<file path="config.mk">
export PLATFORM = sky130hd
export DESIGN_NAME = sdc_bank
export DESIGN_NICKNAME = d
export VERILOG_FILES = /design/src/rtl/sdc_pkg.sv /design/src/rtl/sdc_countdown.sv /design/src/rtl/sdc_bank.sv
export SDC_FILE = /design/constraint.sdc
export NUM_CORES = 1
export LEC_CHECK = 0
export BUFFER_PORTS_ARGS = -buffer_cell sky130_fd_sc_hd__buf_2
export CORE_MARGIN = 2
export CORE_UTILIZATION = 30
export DETAILED_ROUTE_END_ITERATION = 8
export GPL_TIMING_DRIVEN = 0
export PLACE_DENSITY_LB_ADDON = 0.25
export SETUP_SLACK_MARGIN = 0.1
export SLEW_MARGIN = 25
export SYNTH_ARGS = -nofsm -noshare
export SYNTH_HDL_FRONTEND = slang
export SYNTH_SLANG_ARGS = --single-unit
</file>
<file path="constraint.sdc">
create_clock -name clk -period 1.8 [get_ports clk]
set_clock_uncertainty 0.05 [all_clocks]
set_input_delay 0.09 -clock clk [delete_from_list [all_inputs] [get_ports clk]]
set_output_delay 0.09 -clock clk [all_outputs]
set_load 0.005 [all_outputs]
</file>
<file path="src/rtl/sdc_pkg.sv">
package sdc_pkg;

  typedef enum logic [3:0] {
    CMD_DESEL = 4'd0,
    CMD_NOP   = 4'd1,
    CMD_BST   = 4'd2,
    CMD_ACT   = 4'd3,
    CMD_RD    = 4'd4,
    CMD_RDA   = 4'd5,
    CMD_WR    = 4'd6,
    CMD_WRA   = 4'd7,
    CMD_PRE   = 4'd8,
    CMD_PREA  = 4'd9,
    CMD_REF   = 4'd10,
    CMD_MRS   = 4'd11
  } cmd_e;

  typedef enum logic [2:0] {
    BS_IDLE    = 3'd0,
    BS_OPENING = 3'd1,
    BS_OPEN    = 3'd2,
    BS_AUTOPRE = 3'd3,
    BS_CLOSING = 3'd4
  } bstate_e;

  typedef enum logic [2:0] {
    ER_NONE         = 3'd0,
    ER_COL_CLOSED   = 3'd1,
    ER_BANK_BUSY    = 3'd2,
    ER_NOT_ALL_IDLE = 3'd3,
    ER_TRCD         = 3'd4,
    ER_TRAS_TWR     = 3'd5,
    ER_TRC_TRRD     = 3'd6,
    ER_GLOBAL_BUSY  = 3'd7
  } err_e;

  // Pin-level decode; a low clock enable or a high select hides the pins.
  function automatic cmd_e decode_pins(input logic cke, input logic cs_n,
                                       input logic ras_n, input logic cas_n,
                                       input logic we_n, input logic a10);
    cmd_e c;
    c = CMD_DESEL;
    if (cke && !cs_n) begin
      case ({ras_n, cas_n, we_n})
        3'b111:  c = CMD_NOP;
        3'b110:  c = CMD_BST;
        3'b011:  c = CMD_ACT;
        3'b101:  c = a10 ? CMD_RDA  : CMD_RD;
        3'b100:  c = a10 ? CMD_WRA  : CMD_WR;
        3'b010:  c = a10 ? CMD_PREA : CMD_PRE;
        3'b001:  c = CMD_REF;
        default: c = CMD_MRS;
      endcase
    end
    return c;
  endfunction

  function automatic logic is_column(input cmd_e c);
    return (c == CMD_RD) || (c == CMD_RDA) || (c == CMD_WR) || (c == CMD_WRA);
  endfunction

  function automatic logic is_quiet(input cmd_e c);
    return (c == CMD_DESEL) || (c == CMD_NOP) || (c == CMD_BST);
  endfunction

  function automatic logic is_open(input bstate_e s);
    return (s == BS_OPENING) || (s == BS_OPEN);
  endfunction

  function automatic int unsigned max2(input int unsigned a, input int unsigned b);
    return (a > b) ? a : b;
  endfunction

  function automatic int unsigned width_for(input int unsigned v);
    return (v < 2) ? 1 : $clog2(v + 1);
  endfunction

endpackage

</file>
<file path="src/rtl/sdc_countdown.sv">
module sdc_countdown #(
  parameter int CW = 4
) (
  input  logic          clk,
  input  logic          rst_n,
  input  logic          load_i,
  input  logic [CW-1:0] val_i,
  output logic          zero_o
);
  logic [CW-1:0] cnt_q;

  always_ff @(posedge clk or negedge rst_n) begin
    if (!rst_n)              cnt_q <= '0;
    else if (load_i)         cnt_q <= val_i;
    else if (cnt_q != '0)    cnt_q <= cnt_q - CW'(1);
  end

  assign zero_o = (cnt_q == '0);
endmodule

</file>
<file path="src/rtl/sdc_bank.sv">
module sdc_bank
  import sdc_pkg::*;
#(
  parameter int CW    = 4,
  parameter int T_RCD = 4,
  parameter int T_RP  = 3,
  parameter int T_RAS = 7,
  parameter int T_RC  = 12,
  parameter int T_WR  = 2
) (
  input  logic    clk,
  input  logic    rst_n,
  input  logic    act_i,
  input  logic    col_i,
  input  logic    col_wr_i,
  input  logic    col_ap_i,
  input  logic    pre_i,
  output bstate_e state_o,
  output logic    ras_ok_o,
  output logic    rc_ok_o,
  output logic    wr_ok_o
);
  localparam bstate_e AFTER_ACT = (T_RCD > 1) ? BS_OPENING : BS_OPEN;
  localparam bstate_e AFTER_PRE = (T_RP > 1)  ? BS_CLOSING : BS_IDLE;

  bstate_e       st_q, st_d;
  logic [CW-1:0] ph_q, ph_d;
  logic          start_pre;
  logic          ph_last;

  assign ph_last = (ph_q <= CW'(1));

  always_comb begin
    st_d      = st_q;
    ph_d      = (ph_q != '0) ? ph_q - CW'(1) : ph_q;
    start_pre = 1'b0;
    case (st_q)
      BS_IDLE: if (act_i) begin
        st_d = AFTER_ACT;
        ph_d = CW'(T_RCD - 1);
      end
      BS_OPENING: begin
        if (pre_i)        start_pre = 1'b1;
        else if (ph_last) st_d = BS_OPEN;
      end
      BS_OPEN: begin
        if (pre_i)                   start_pre = 1'b1;
        else if (col_i && col_ap_i)  st_d = BS_AUTOPRE;
      end
      BS_AUTOPRE: if (ras_ok_o && wr_ok_o) start_pre = 1'b1;
      BS_CLOSING: if (ph_last) st_d = BS_IDLE;
      default:    st_d = BS_IDLE;
    endcase
    if (start_pre) begin
      st_d = AFTER_PRE;
      ph_d = CW'(T_RP - 1);
    end
  end

  always_ff @(posedge clk or negedge rst_n) begin
    if (!rst_n) begin
      st_q <= BS_IDLE;
      ph_q <= '0;
    end else begin
      st_q <= st_d;
      ph_q <= ph_d;
    end
  end

  assign state_o = st_q;

  sdc_countdown #(.CW(CW)) u_ras (
    .clk(clk), .rst_n(rst_n), .load_i(act_i), .val_i(CW'(T_RAS - 1)), .zero_o(ras_ok_o));
  sdc_countdown #(.CW(CW)) u_rc (
    .clk(clk), .rst_n(rst_n), .load_i(act_i), .val_i(CW'(T_RC - 1)), .zero_o(rc_ok_o));
  sdc_countdown #(.CW(CW)) u_wr (
    .clk(clk), .rst_n(rst_n), .load_i(col_i && col_wr_i), .val_i(CW'(T_WR - 1)),
    .zero_o(wr_ok_o));

  // an accepted activate only ever reaches an idle bank
  a_r5_act_from_idle: assert property (@(posedge clk) disable iff (!rst_n)
    act_i |-> (st_q == BS_IDLE));

  // accepted column commands only reach an open bank
  a_r4_col_needs_open: assert property (@(posedge clk) disable iff (!rst_n)
    col_i |-> (st_q == BS_OPEN));

  // an accepted precharge to an open bank respects tRAS and write recovery
  a_r7_pre_timing: assert property (@(posedge clk) disable iff (!rst_n)
    (pre_i && is_open(st_q)) |-> (ras_ok_o && wr_ok_o));

  // a closing bank can only stay closing or become idle
  a_r8_closing_exit: assert property (@(posedge clk) disable iff (!rst_n)
    (st_q == BS_CLOSING) |=> (st_q == BS_CLOSING || st_q == BS_IDLE));

  // auto-precharge waits while either limit is still running
  a_r9_autopre_waits: assert property (@(posedge clk) disable iff (!rst_n)
    (st_q == BS_AUTOPRE && !(ras_ok_o && wr_ok_o)) |=> (st_q == BS_AUTOPRE));
endmodule

</file>
==> metrics.cfg <==
[critical_path]
cp_num_buf_inv = 4
ff2ff_path_depth = 7
crit_cells = 6
crit_slowest_cell = dfrtp_1
crit_top_cell = buf_6
crit_path_start_kind = register
end_kind = output pin
r2r-end = ph_q[0]$_DFF_PN0_
endpoint = wr_ok_o
rrSetupSlack_ns = 0.15
crit_fanout = 6
slowest_delay_ns = 0.39
r2r_start = u_wr.cnt_q[0]$_DFFE_PN0P_
cp_cell_sequence = inv_2 > ha_4 > or3b_4 > buf_6 > inv_4 > buf_6
path_delay_family = flip-flops
worstPathRequired_ns = 1.66
crit_start = u_wr.cnt_q[0]$_DFFE_PN0P_
arrival_ns = 1.54
critPathKind = register to output pin

[timing]
fin_tns_setup_ns = 0
maxSlewViolCount = 0
grt_setup_unrepaired = yes
hold_violations = 0
worstMarginPinSlew_ns = 0.4677
clock.fmax_mhz = 594.4
setup_viol_count_final = 0
timing.final.crit_period_ns = 1.682
min_period_over_period = 0.9346
slew_headroom = 0.6882

[synthesis]
yosysTopAreaCell = dfrtp_1
syn-instance-count = 110
synth_area_um2 = 1119
ys_seq_area_frac = 0.4251
ys_types = 37
synthFlopType = dfrtp_1
synth_edf_count = 0
synth.most_common_cell = dfrtp_1
ys_seq_elements = 19
netlist_top_cells_area = dfrtp_1 (43%), ha_1 (7.8%), mux2i_1 (4.5%)
synth_top_area_frac = 0.4251
yosys_warnings = 0
async_reset_ff_frac = 1.000
syn_nets = 124
ys_top_cells_by_count = dfrtp_1 (19), nor2_1 (12), inv_1 (11)
avgSynthCellArea_um2 = 10.17

[cts]
clk_pin_slew_ns = 0.08
cts-root-buf = clkbuf_8
cts.path.max_buffers = 2
cts_buffers = 3
cts.htree.levels = 1
cts_num_sinks = 19
clock_latency_ns = 0.26
cts_tree = done

[drt]
ant_nets = 0
drc = 0
wl_per_cell_um = 12.46
dr.pass1.iters = 4
wl_mm = 2.255
drtIter0Drc = 31
viasPerCell = 4.856
vias = 879

[global_routing]
grt_pass1_vias = 822
grt-busiest-layer = met2
overflow = 0
grt_pass1_wl_mm = 3.698
use_met2 = 0.1856
grtUsageTotal = 0.1106
grt_use_met1 = 0.1484
antenna_found_initial = 0
grt.met3_usage = 0.01563
grt_max_degree = 20

[cells_and_area]
num_antenna_cells = 0
design_area_um2 = 1379
drive_above_1_share = 0.2406
regArea_um2 = 475.5
multi_input_area_um2 = 603.1
area_delta_synth_final_pct = 23.27
fillerInstances = 389
nNetsFinal = 148

[floorplan]
rows = 22
die_area_um2 = 4233
core_region_area_um2 = 3633
initial_utilization = 0.3079
die_x_um = 65.06
io_pins = 13
die_h_um = 65.06

[pwr]
p_per_area_nw_per_um2 = 1429
max-vdd-ir-drop_mv = 0.3779
p_leak_uw = 0.0006185

[hold_path]
hold_start = col_i
min_path_type = input port to register
whs_path_depth = 2

[placed_design]
dpl.hpwl_mm = 1.627
gp_congestion = 0.6956
place_area_um2 = 1239
io_buffers = 12

[status]
status = finished clean

[run]
maxCapViolations = 0

-- layout by cell type, fill, tap and decap left out, types with 5 or more instances in the layout --
cell,n
dfrtp_1,19
buf_4,5
a21oi_1,6
buf_2,12
xnor2_1,5
inv_1,9
ha_1,6
nor3_1,6
mux2i_1,5
nor2_1,12
-- logic make-up (layout without fill, tap and decap cells) --
logic type	Yosys count	count (layout)	share of synthesized area
AO/OA/AOI/OAI	21	21	0.1510
multiplexers	5	5	0.04474
flip-flops	19	19	0.4251
adder cells (fa/ha/maj)	7	7	0.07830
AND/OR/NAND/NOR	37	37	0.1946
XOR/XNOR	6	6	0.04698
buffers and inverters	15	38	0.05927
-- where the power goes --
group	internal [µW]	total, µW	switching [µW]
clock network	156	307	151
registers	562	707	145
logic	505	956	452
-- worst min-delay path by stage --
stage	to	slack, ns
global route	u_wr.cnt_q[3]$_DFFE_PN0P_	0.04
floorplan	ph_q[0]$_DFF_PN0_	-0.26
CTS	u_wr.cnt_q[3]$_DFFE_PN0P_	0.02
finish	u_wr.cnt_q[3]$_DFFE_PN0P_	0.02
global placement	u_rc.cnt_q[1]$_DFFE_PN0P_	0.02
detailed placement	u_rc.cnt_q[1]$_DFFE_PN0P_	0.02
-- registers in the layout, indices dropped and copies added (netlist names) --
signal and flops:
u_wr.cnt_q 4, u_ras.cnt_q 4, ph_q 4, state_o 3
u_rc.cnt_q 4
-- stage by stage --
step / instances / util / setup WS [ns] / hold slack (ns) / power (µW)
finish: 181 / 0.3795 / 0.1177 / 0.02073 / 1970
global route: 181 / 0.3795 / 0.04256 / 0.03625 / 2146
CTS: 179 / 0.3695 / 0.1038 / 0.01594 / 1917
detailed placement: 170 / 0.3409 / 0.07105 / 0.01973 / 1514
global placement: 170 / 0.3409 / 0.08003 / 0.02091 / 1489
floorplan: 110 / - / 0.2081 / -0.2556 / 1312
-- timing repair --
action / 4_1_cts / 5_1_grt
hold buffers: 2 / 0
resized for setup: 4 / 5
hold endpoints to repair: 20 / 0
setup buffers: 3 / 2
pin swaps: 1 / 3
endpoints found under the setup margin: 4 / 4
-- cell type report --
cell class              instances  share of cell area
flip-flops and latches         19              0.3448
clock buffers                   3             0.02995
clock inverters                 1            0.005445
well taps                      48             0.04356
plain buffers                   3             0.01452
inverters                      12             0.03448
multi-input cells              76              0.4374
repair buffers                 19             0.08984
-- metal layers --
layer	vias up	routed length, µm
met4	0	20
met2	12	1049
met1	427	1119
li1	436	-
met5	-	0
met3	4	66
Power figures use the tool's default switching activity.
